[src/rtl/xfer_csr_pkg.sv]
// Package: shared field offsets and register selects for the transfer CSR.
// Assumes each channel owns one 4-bit field in both registers.
package xfer_csr_pkg;
    localparam int FIELD_W    = 4;
    // control field offsets inside one channel nibble
    localparam int C_ABORT    = 3;
    localparam int C_ENABLE   = 2;
    localparam int C_ACK      = 1;
    // status field offsets inside one channel nibble
    localparam int S_DST      = 3;
    localparam int S_SRC      = 2;
    localparam int S_FLAG     = 1;
    localparam int S_BUSY     = 0;
    localparam logic SEL_CTL  = 1'b0;
    localparam logic SEL_STAT = 1'b1;
endpackage

[src/rtl/xfer_chan_ctl.sv]
// Module: per-channel control state (enable, abort command, end-of-flow flag).
// Assumes wr_ctl is a single-cycle strobe of a control write, and that cmd is
// this channel's nibble of that write. Reset is synchronous, active low.
module xfer_chan_ctl
    import xfer_csr_pkg::*;
(
    input  logic               clk,
    input  logic               rst_n,
    input  logic               wr_ctl,
    input  logic [FIELD_W-1:0] cmd,
    input  logic               done,
    output logic               en_o,
    output logic               abort_o,
    output logic               flag_o
);
    logic unused_rsvd;
    logic ack_hit;

    // reserved bit of the nibble carries no function
    assign unused_rsvd = cmd[0];
    // acknowledge request from this write
    assign ack_hit     = wr_ctl & cmd[C_ACK];

    // enable tracks control writes, abort lives for one cycle, flag sets on done
    always_ff @(posedge clk) begin
        if (!rst_n) begin
            en_o    <= 1'b0;
            abort_o <= 1'b0;
            flag_o  <= 1'b0;
        end else begin
            if (wr_ctl) begin
                en_o <= cmd[C_ENABLE];
            end
            abort_o <= wr_ctl & cmd[C_ABORT];
            flag_o  <= done | (flag_o & ~ack_hit);
        end
    end
endmodule

[src/rtl/xfer_csr_rdmux.sv]
// Module: read-data selection between the control and status images.
// Assumes both images are already laid out at their bit positions.
module xfer_csr_rdmux #(
    parameter int DW = 8
) (
    input  logic          sel,
    input  logic [DW-1:0] ctl_img,
    input  logic [DW-1:0] stat_img,
    output logic [DW-1:0] rdata
);
    // combinational register read
    always_comb begin
        rdata = (sel == xfer_csr_pkg::SEL_STAT) ? stat_img : ctl_img;
    end
endmodule

[src/rtl/xfer_csr.sv]
// Module: control/status register pair for a multi-channel transfer engine.
// Assumes a single-cycle write strobe, combinational reads, and engine inputs
// synchronous to clk. Each channel is one generated slice.
module xfer_csr
    import xfer_csr_pkg::*;
#(
    parameter int NCH = 2,
    localparam int DW = FIELD_W * NCH
) (
    input  logic           clk,
    input  logic           rst_n,
    input  logic           bus_wr,
    input  logic           bus_addr,
    input  logic [DW-1:0]  bus_wdata,
    output logic [DW-1:0]  bus_rdata,
    input  logic [NCH-1:0] chan_busy,
    input  logic [NCH-1:0] chan_src_rdy,
    input  logic [NCH-1:0] chan_dst_rdy,
    input  logic [NCH-1:0] chan_done,
    output logic [NCH-1:0] abort_pulse,
    output logic           irq
);
    logic           wr_ctl;
    logic [NCH-1:0] en_q;
    logic [NCH-1:0] flag_q;
    logic [DW-1:0]  ctl_img;
    logic [DW-1:0]  stat_img;

    // decode of a control-register write
    assign wr_ctl = bus_wr & (bus_addr == SEL_CTL);

    for (genvar c = 0; c < NCH; c++) begin : g_chan
        xfer_chan_ctl u_chan (
            .clk     (clk),
            .rst_n   (rst_n),
            .wr_ctl  (wr_ctl),
            .cmd     (bus_wdata[c*FIELD_W +: FIELD_W]),
            .done    (chan_done[c]),
            .en_o    (en_q[c]),
            .abort_o (abort_pulse[c]),
            .flag_o  (flag_q[c])
        );

        // lay out this channel's readable control and status fields
        always_comb begin
            ctl_img[c*FIELD_W +: FIELD_W]           = '0;
            ctl_img[c*FIELD_W + C_ABORT]            = abort_pulse[c];
            ctl_img[c*FIELD_W + C_ENABLE]           = en_q[c];
            stat_img[c*FIELD_W + S_DST]             = chan_dst_rdy[c];
            stat_img[c*FIELD_W + S_SRC]             = chan_src_rdy[c];
            stat_img[c*FIELD_W + S_FLAG]            = flag_q[c];
            stat_img[c*FIELD_W + S_BUSY]            = chan_busy[c];
        end
    end

    xfer_csr_rdmux #(.DW(DW)) u_rdmux (
        .sel      (bus_addr),
        .ctl_img  (ctl_img),
        .stat_img (stat_img),
        .rdata    (bus_rdata)
    );

    // combined level interrupt from enabled flags
    assign irq = |(flag_q & en_q);
endmodule

[config.mk]
export PLATFORM = sky130hd
export DESIGN_NAME = xfer_csr
export DESIGN_NICKNAME = d
export VERILOG_FILES = /design/src/rtl/xfer_csr_pkg.sv /design/src/rtl/xfer_chan_ctl.sv /design/src/rtl/xfer_csr_rdmux.sv /design/src/rtl/xfer_csr.sv
export SDC_FILE = /design/constraint.sdc
export NUM_CORES = 1
export LEC_CHECK = 0
export BUFFER_PORTS_ARGS = -buffer_cell sky130_fd_sc_hd__clkbuf_2
export CAP_MARGIN = 20
export CORE_AREA = 3 3 40 42
export CTS_CLUSTER_SIZE = 20
export DETAILED_ROUTE_END_ITERATION = 16
export DIE_AREA = 0 0 43 45
export HOLD_SLACK_MARGIN = 0.03
export PLACE_DENSITY = 0.62
export SYNTH_ARGS = -nofsm -noshare
export SYNTH_HDL_FRONTEND = slang
export SYNTH_HIERARCHICAL = 1
export SYNTH_SLANG_ARGS = --single-unit
[constraint.sdc]
create_clock -name clk -period 1.6 [get_ports clk]
set_clock_uncertainty 0.2 [all_clocks]
set_input_delay 0.32 -clock clk [delete_from_list [all_inputs] [get_ports clk]]
set_output_delay 0.32 -clock clk [all_outputs]
set_load 0.005 [all_outputs]
; ---- After elaboration in Yosys (flattened, before gate mapping)
; Cells that the tools add are included.
; W data, S select, Z words.
[classes]
muxes = 1
bitwise = 13
n_reduce_logical = 1
[op_table]
columns = operator, n
row1 = $mux W8, 1
row2 = $and A1 B1 Y1, 7
row3 = $not A1 Y1, 3
row4 = $and A2 B2 Y2, 1
row5 = $or A1 B1 Y1, 2
row6 = $reduce_or A2 Y1, 1
[word_totals]
ff_bits = 6
in_bits = 20
out_inout_bits = 11
elab_cells = 21

; ---- Longest topological paths before layout
; Gate-level depths: netlist (run 1).
[logic_depth]
depth_word = 6
depth_mapped = 3
mapped_depth_nobuf = 3

; ---- Cells and area by module
; Netlist (run 1), hierarchy kept.
[by_module_without_submodules]
columns = module, n_inst, cells_per_inst, area_per_inst_um2, seq_area_each_um2
row1 = xfer_chan_ctl, 2, 9, 98.8, 60.1
row2 = xfer_csr_rdmux, 1, 9, 131.4, 0.0
row3 = xfer_csr, 1, 5, 33.8, 0.0

; ---- Least setup slack after synthesis (run 1)
; No wires, ideal clock.
[synth_path]
path_type = input port to output port
from = input bus_addr
to = output bus_rdata[2]
t_arrival_ns = 0.748
setup_slack_ns = 0.332
cell_stages = 2
path_buffers = 1
cell_sequence = buf_6 mux2_4
[synth_via]
elab_chain_len = 1
[synth_rtl]
columns = element, line_no
row1 = from (decl), xfer_csr.sv:13  ; input logic bus_addr,
row2 = $mux W8, xfer_csr_rdmux.sv:13  ; rdata = (sel == xfer_csr_pkg::SEL_STAT) ? stat_img : ctl_img;
row3 = to (decl), xfer_csr.sv:15  ; output logic [DW-1:0] bus_rdata,
; No other way between the ends.

; ---- Worst setup path after layout (run 1)
; Same ends and word-level chain as after synthesis.

==> results of run 1 <==
placed cells by master (no fill, tap or decap):
master	Yosys	final
clkbuf_2	0	27
mux2_4	8	8
dfxtp_1	6	6
conb_1	1	4
nor2b_1	3	3
clkbuf_4	0	3
mux2i_1	2	2
and3_2	2	2
inv_1	2	2
o21ai_0	2	2
a31oi_1	2	2
a22o_1	1	1
buf_2	0	1
buf_4	2	1
worst reg2reg max path, stage by stage (launching register included):
cell and delay, ps:
dfxtp_1 320, o21ai_0 170, a31oi_1 50
power breakdown:
group	internal, mW	switching [mW]	total, mW	leakage (nW)
Sequential	0.158	0.00580	0.164	0.0494
Clock	0.0847	0.0523	0.137	0.0138
Combinational	0.0586	0.0320	0.0906	0.244
flip-flops by register name (all words and copies together), names as in the netlist:
name                   flops
g_chan.u_chan/abort_o      2
g_chan.u_chan/flag_o       2
g_chan.u_chan/en_o         2
path summary, 6_finish.rpt:
| check | cells after the start | end | startpoint | slack [ps] |
|---|---|---|---|---|
| setup reg to reg | 2 | g_chan[1].u_chan/flag_o | g_chan[1].u_chan/flag_o | 750 |
| hold reg to reg | 2 | g_chan[1].u_chan/en_o | g_chan[1].u_chan/en_o | 350 |
| hold / removal | 2 | g_chan[1].u_chan/flag_o | bus_wdata[5] | 70 |
| setup / recovery | 3 | bus_rdata[2] | bus_addr | 70 |
cell type report:
| cell class | count | area [um^2] | area share, % |
|---|---|---|---|
| inverter | 2 | 7.51 | 1.40 |
| multi-input combinational | 24 | 220 | 41.0 |
| clock buffer | 3 | 22.5 | 4.20 |
| sequential | 6 | 120 | 22.4 |
| tap | 15 | 18.8 | 3.50 |
| timing repair buffer | 29 | 148 | 27.5 |
repair_timing:
action	4_1_cts	5_1_grt
hold buffers	0	0
gates resized for setup	0	1
endpoints found under the setup margin	0	1
metal layers:
layer	part of all wire (%)	routed length, um	GRT usage [%]
met2	49	406	16.2
met1	35	290	8.98
met3	15	121	7.17
met5	0	0	0
met4	1.1	9	5.42
logic make-up after synthesis:
| family | Yosys count | share of synthesized area (%) |
|---|---|---|
| AND/OR/NAND/NOR | 5 | 9.31 |
| other | 1 | 1.03 |
| buffers and inverters | 5 | 9.31 |
| multiplexers | 10 | 38.6 |
| AO/OA/AOI/OAI | 5 | 8.62 |
| flip-flops | 6 | 33.1 |
==> results.ini, run 1 <==
[outcome]
run_status = finished, final reports clean

[place]
place_congestion = 0.641
dp_hpwl_um = 692
io_buffers = 28
placed_area_um2 = 514
pre_cts_slack_ps = 32.6
placedCellCount = 76

[sta]
drv_slew = 0
timing.hold.ws_ps = 66.7
hold_viol = 0
setup_viol = 0
min_period_over_period_pct = 95.9
fmaxAchievable_ghz = 0.652
final.setup.tns_ps = 0
min_period_ps = 1530
fin_ws_ps = 65.7
rsz0062_at_grt = no

[setup_path]
crit_required_ps = 1080
endpoint_kind = output port
critical_path_class = input pin to output port
critPathSlowestCell = mux2_4
path_max_fanout = 9
critical_path.cell_chain = buf_2 > mux2_4 > clkbuf_2
cp.buffers_inverters = 2
cp.arrival_ps = 1010
startpoint_type = input pin
max_stage_delay_ps = 330
cp_top_family = buffers and inverters

[synth]
synth_edf_count = 0
synth_top_area_share_pct = 33.1
yosys_warnings = 6
synthesis.area_um2 = 363
ys_types = 12
synth_cells = 32
ys_async_sr_fraction_pct = 0
synth_commonest_cells = 8 x mux2_4, 6 x dfxtp_1, 3 x nor2b_1
synth.most_common_cell = mux2_4
ys_seq_area_share_pct = 33.1
postSynthAreaPerCell_um2 = 11.3
ys.flop_type = dfxtp_1
synthTopCellsByArea = dfxtp_1 33%, mux2_4 33%, mux2i_1 5.5%
synth-seq-cells = 6
synth_top_area_cell = dfxtp_1

[grt]
track_usage_pct = 9.85
grt_max_degree = 10
overflow = 0
grt_first_pass_wirelength_um = 1310
antenna_found_initial = 0
grt_pass1_vias = 329

[cts]
cts_buffers = 3
ctsHtreeMaxLevel = 1
clock_path_buffers = 2
clock-sinks = 6
clockRootBuffer = clkbuf_4
clk_pin_slew_ps = 40
cts_setup_buffers = 0
cts_tree = done
clock_latency_ps = 240

[detailed_routing]
viasPerCell = 4.32
ant_nets = 0
drtIter0Drc = 1
drc = 0
vias = 341
drt_pre_antenna_iters = 3
wl_per_cell_um = 10.5
drt_wl_total_um = 828

[hold_path]
hold_class = input pin to flop

[pwr]
power_density_nw_per_um2 = 729
p_leak_nw = 0.308
finalPower_mw = 0.391
ir_drop_v = 0.000413

[layout]
stdcell_count = 79
drive_gt1_share_pct = 65.6
fin_nets = 86
num_antenna_cells = 0
fillCellCount = 138
final_cell_area_um2 = 537
area_growth_pct = 47.9
fin_util_pct = 41.8

[floorplan]
rows = 13
coreArea_um2 = 1280
fp.dieH_um = 45
start_util_pct = 28.2
die_area_um2 = 1940
chipWidth_um = 43
io_pins = 31

[job]
drv_cap = 0

No activity file was read; power rests on OpenSTA's default activity.
==> inputs of run 2 (changes only) <==
--- a/config.mk
+++ b/config.mk
@@ -5,6 +5,7 @@
 export SDC_FILE = /design/constraint.sdc
 export NUM_CORES = 1
 export LEC_CHECK = 0
+export ABC_AREA = 1
 export BUFFER_PORTS_ARGS = -buffer_cell sky130_fd_sc_hd__clkbuf_2
 export CAP_MARGIN = 20
 export CORE_AREA = 3 3 40 42
@@ -12,7 +13,7 @@
 export DETAILED_ROUTE_END_ITERATION = 16
 export DIE_AREA = 0 0 43 45
 export HOLD_SLACK_MARGIN = 0.03
-export PLACE_DENSITY = 0.62
+export PLACE_DENSITY = 0.61
 export SYNTH_ARGS = -nofsm -noshare
 export SYNTH_HDL_FRONTEND = slang
 export SYNTH_HIERARCHICAL = 1
==> constraint.sdc (replaced) <==
create_clock -name clk -period 1.7 [get_ports clk]
set_clock_uncertainty 0.2 [all_clocks]
set_input_delay 0.34 -clock clk [delete_from_list [all_inputs] [get_ports clk]]
set_output_delay 0.34 -clock clk [all_outputs]
set_load 0.005 [all_outputs]
==> results.ini, run 2 <==
[outcome]
run_status = finished, final reports clean

[setup_path]
r2r.worst_path.cells = 2
critical_path.cell_chain = clkbuf_2 > inv_2 > nand2_1 > nand2_1 > clkbuf_2
critPathSlowestCell = clkbuf_2
cp.arrival_ps = 900
max_stage_delay_ps = 180
critical_path_class = input pin to output port
cp_top_family = buffers and inverters
critPathLaunch = bus_addr
cp.buffers_inverters = 3
startpoint_type = input pin
timing.rr.end = g_chan[0].u_chan/en_o
crit_required_ps = 1160
rrSetupSlack_ps = 860
endpoint_kind = output port
r2r-start = g_chan[0].u_chan/en_o
path_max_fanout = 10

[floorplan]
chipWidth_um = 43
rows = 13
die_area_um2 = 1940
start_util_pct = 28.0
coreArea_um2 = 1280
fp.dieH_um = 45
io_pins = 31

[synth]
synthesis.area_um2 = 360
synthTopCellsByArea = nand2_1 34%, dfxtp_1 33%, inv_1 7.3%
ys_types = 11
synth_edf_count = 0
ys_seq_area_share_pct = 33.3
synth_cells = 62
ys.flop_type = dfxtp_1
synth.most_common_cell = nand2_1
ys_async_sr_fraction_pct = 0
synth-seq-cells = 6
postSynthAreaPerCell_um2 = 5.81
yosys_warnings = 6
synth_top_area_share_pct = 34.4
synth_top_area_cell = nand2_1
synth_commonest_cells = 33 x nand2_1, 7 x inv_1, 6 x dfxtp_1, 6 x nor2_1

[job]
drv_cap = 0

[grt]
grt_pass1_vias = 374
grt_first_pass_wirelength_um = 1430
antenna_found_initial = 0
overflow = 0
track_usage_pct = 9.92
grt_max_degree = 11

[layout]
final_cell_area_um2 = 527
final_common_cell = nand2_1
area_growth_pct = 46.2
final_cell_mix = 33 x nand2_1, 28 x clkbuf_2, 7 x inv_1
drive_gt1_share_pct = 37.6
num_antenna_cells = 0
fin_util_pct = 41.0
largestRegisters = g_chan.u_chan/abort_o: 2 flops, g_chan.u_chan/en_o: 2 flops, g_chan.u_chan/flag_o: 2 flops
fin_nets = 115

[sta]
fmaxAchievable_ghz = 0.697
rsz0062_at_grt = no
min_period_over_period_pct = 84.4
drv_slew = 0
setup_viol = 0
hold_viol = 0
final.setup.tns_ps = 0
timing.hold.ws_ps = 114
min_period_ps = 1440

[hold_path]
min_path_cells = 3
hold_class = input pin to flop
hold_start = bus_wdata[7]
whs_endpoint = g_chan[1].u_chan/abort_o

[detailed_routing]
wl_per_cell_um = 7.68
drc = 0
vias = 421
drt_wl_total_um = 829
viasPerCell = 3.90
drtIter0Drc = 7
drt_pre_antenna_iters = 4
ant_nets = 0

[pwr]
finalPower_mw = 0.358
p_leak_nw = 0.339
power_density_nw_per_um2 = 681
ir_drop_v = 0.000331

[place]
place_congestion = 0.678
io_buffers = 28
placed_area_um2 = 504
dp_hpwl_um = 710

[cts]
clockRootBuffer = clkbuf_4
cts_setup_buffers = 0
cts_tree = done
ctsHtreeMaxLevel = 1
clk_pin_slew_ps = 40
holdBufCountCts = 0
clock_latency_ps = 240
cts_buffers = 3
cts.repair.resized = 0
clock_path_buffers = 2
clock-sinks = 6

[run 2: cell count changes after synthesis, sizes merged, moves of 3 or more]
cell	delta
nand2	+33
mux2	-8
nor2	+7
inv	+6
nor2b	-3
[run 2: cell type report]
cell class / instances / area (um^2)
fill: 151 / 758
multi-input combinational: 48 / 195
sequential: 6 / 120
timing repair buffer: 28 / 140
clock buffer: 3 / 22.5
tap: 15 / 18.8
inverter: 8 / 30.0
[run 2: worst min-delay path: stages]
cell      delay [ps]
clkbuf_2          80
nand2_1           50
nor2_1            30
[run 2: worst max-delay path by stage]
stage          slack, ps            to  cells past startpoint
2_1_floorplan        510  bus_rdata[2]                      4
3_3_place_gp         240  bus_rdata[6]                      5
3_5_place_dp         250  bus_rdata[6]                      5
4_1_cts              240  bus_rdata[6]                      5
5_1_grt              150  bus_rdata[3]                      5
6_report             260  bus_rdata[7]                      5
[run 2: through the flow]
stage               std cells  setup WS, ps
global route              108           155
floorplan                  65           506
detailed placement        105           247
finish                    108           264
global placement          105           236
CTS                       108           245
[run 2: layer usage]
layer | track usage, % | wire [um] | up-vias | part of all wire, %
li1 | - | - | 238 | -
met1 | 12.1 | 371 | 166 | 45
met2 | 16.2 | 375 | 17 | 45
met3 | 2.39 | 82 | 0 | 9.9
met4 | 5.42 | 0 | 0 | 0
met5 | 0 | 0 | - | 0
[run 2: power breakdown]
group / internal (mW) / switching (mW) / total, mW / leakage, nW
logic: 0.0382 / 0.0388 / 0.0770 / 0.276
clock network: 0.0796 / 0.0472 / 0.127 / 0.0138
registers: 0.149 / 0.00556 / 0.155 / 0.0496
total: 0.267 / 0.0916 / 0.358 / 0.339
[run 2: cells by family after synthesis]
kind of cell           count (synthesis)  share of synthesized area, %
AO/OA/AOI/OAI                          4                          7.64
buffers and inverters                 11                          15.6
flip-flops                             6                          33.3
other                                  1                          1.04
AND/OR/NAND/NOR                       40                          42.4
==> inputs of run 3 (changes only) <==
--- a/config.mk
+++ b/config.mk
@@ -13,7 +13,7 @@
 export DETAILED_ROUTE_END_ITERATION = 16
 export DIE_AREA = 0 0 43 45
 export HOLD_SLACK_MARGIN = 0.03
-export PLACE_DENSITY = 0.61
+export PLACE_DENSITY = 0.64
 export SYNTH_ARGS = -nofsm -noshare
 export SYNTH_HDL_FRONTEND = slang
 export SYNTH_HIERARCHICAL = 1
==> constraint.sdc (replaced) <==
create_clock -name clk -period 1.3 [get_ports clk]
set_clock_uncertainty 0.2 [all_clocks]
set_input_delay 0.26 -clock clk [delete_from_list [all_inputs] [get_ports clk]]
set_output_delay 0.26 -clock clk [all_outputs]
set_load 0.005 [all_outputs]
==> results.ini, run 3 (synthesis results as in run 2) <==
[setup_path]
critical_path_class = flop to output port
cpMostUsedCell = nand2_2
timing.rr.end = g_chan[1].u_chan/en_o
r2r-start = g_chan[1].u_chan/en_o
max_stage_delay_ps = 340
cp.arrival_ps = 810
critical_path.cell_chain = nand2_2 > nand2_2 > buf_2
path_max_fanout = 3
endpoint_kind = output port
critPathSlowestCell = dfxtp_2
crit_required_ps = 840
r2r.worst_path.cells = 2
rrSetupSlack_ps = 400
startpoint_type = flop

[detailed_routing]
drt_wl_total_um = 929
drc = 0
vias = 438
wl_per_cell_um = 8.22
viasPerCell = 3.88
drtIter0Drc = 12
top_layer_used = met3
wl_met3_um = 93
drt_pre_antenna_iters = 4
ant_nets = 0
met2_length_um = 403
wl_met1_um = 432

[floorplan]
die_area_um2 = 1940
rows = 13
coreArea_um2 = 1280
start_util_pct = 28.0
chipWidth_um = 43
fp.dieH_um = 45
io_pins = 31

[hold_path]
min_path_cells = 3
whs_endpoint = g_chan[1].u_chan/flag_o
hold_start = chan_done[1]
hold_class = input pin to flop

[pwr]
ir_drop_v = 0.000333
power_density_nw_per_um2 = 855
finalPower_mw = 0.497
p_leak_nw = 0.365

[cts]
clock_path_buffers = 2
clockRootBuffer = clkbuf_4
clk_pin_slew_ps = 50
cts_tree = done
ctsHtreeMaxLevel = 1
clock_latency_ps = 240
cts_buffers = 3
clock-sinks = 6

[sta]
final.setup.tns_ps = 0
setup_viol = 0
drv_slew = 0
fmaxAchievable_ghz = 0.785
min_period_ps = 1270
rsz0062_at_grt = yes
hold_viol = 0
min_period_over_period_pct = 98.0

[outcome]
run_status = finished, final reports clean

[place]
io_buffers = 28
place_congestion = 0.678
dp_hpwl_um = 690

[job]
drv_cap = 0

[grt]
grt_max_degree = 11
overflow = 0
antenna_found_initial = 0
track_usage_pct = 9.86
grt_pass1_vias = 368
grt_first_pass_wirelength_um = 1400

[layout]
fin_nets = 120
drive_gt1_share_pct = 44.9
final_common_cell = nand2_1
largestRegisters = g_chan.u_chan/abort_o: 2 flops, g_chan.u_chan/en_o: 2 flops, g_chan.u_chan/flag_o: 2 flops
num_antenna_cells = 0
area_growth_pct = 61.5
final_cell_mix = 31 x nand2_1, 25 x clkbuf_2, 7 x inv_1

run 3: critical path, delay by kind of cell (launching register included):
family / cells / cell delay (ps)
DFF: 1 / 340
and+or+nand+nor: 2 / 120
buffers and inverters: 1 / 100
run 3: area by class of cell:
cell class	instances	area, um^2
Sequential cell	6	125
Fill cell	142	703
Tap cell	15	18.8
Multi-Input combinational cell	48	200
Timing Repair Buffer	33	183
Inverter	8	32.5
Clock buffer	3	22.5
run 3: worst max-delay path by stage:
stage                    to                     from  slack (ps)
2_1_floorplan  bus_rdata[2]                 bus_addr         270
4_1_cts                 irq  g_chan[0].u_chan/flag_o           2
3_5_place_dp   bus_rdata[6]                 bus_addr          30
6_report                irq  g_chan[1].u_chan/flag_o          30
5_1_grt                 irq  g_chan[1].u_chan/flag_o         -20
3_3_place_gp   bus_rdata[6]                 bus_addr          30
run 3: metal layers:
| metal | vias to the layer above | GRT usage [%] |
|---|---|---|
| met5 | - | 0 |
| met4 | 0 | 7.23 |
| met3 | 0 | 2.79 |
| met2 | 19 | 15.0 |
| met1 | 170 | 11.9 |
| li1 | 249 | - |
run 3: what timing repair did:
action / 4_1_cts / 5_1_grt
hold buffers: 2 / 0
resized for setup: 1 / 9
hold endpoints to repair: 2 / 0
endpoints found under the setup margin: 1 / 7
buffers inserted: 0 / 2
pin swaps: 0 / 3
run 3: power breakdown:
group | internal (mW) | total [mW] | switching (mW)
registers | 0.197 | 0.205 | 0.00825
logic | 0.0617 | 0.117 | 0.0550
clock network | 0.105 | 0.176 | 0.0710
run 3: through the flow:
stage / cells / worst slack (ps) / util (%) / hold WS, ps / cell area (um^2)
3_5_place_dp: 106 / 33.4 / 39.8 / 280 / 512
6_report: 113 / 26.6 / 45.3 / 31.9 / 582
3_3_place_gp: 106 / 31.8 / 39.8 / 278 / 512
5_1_grt: 113 / -20.7 / 45.3 / 39.9 / 582
4_1_cts: 111 / 1.83 / 43.2 / 32.1 / 556
2_1_floorplan: 65 / 266 / - / 181 / 372
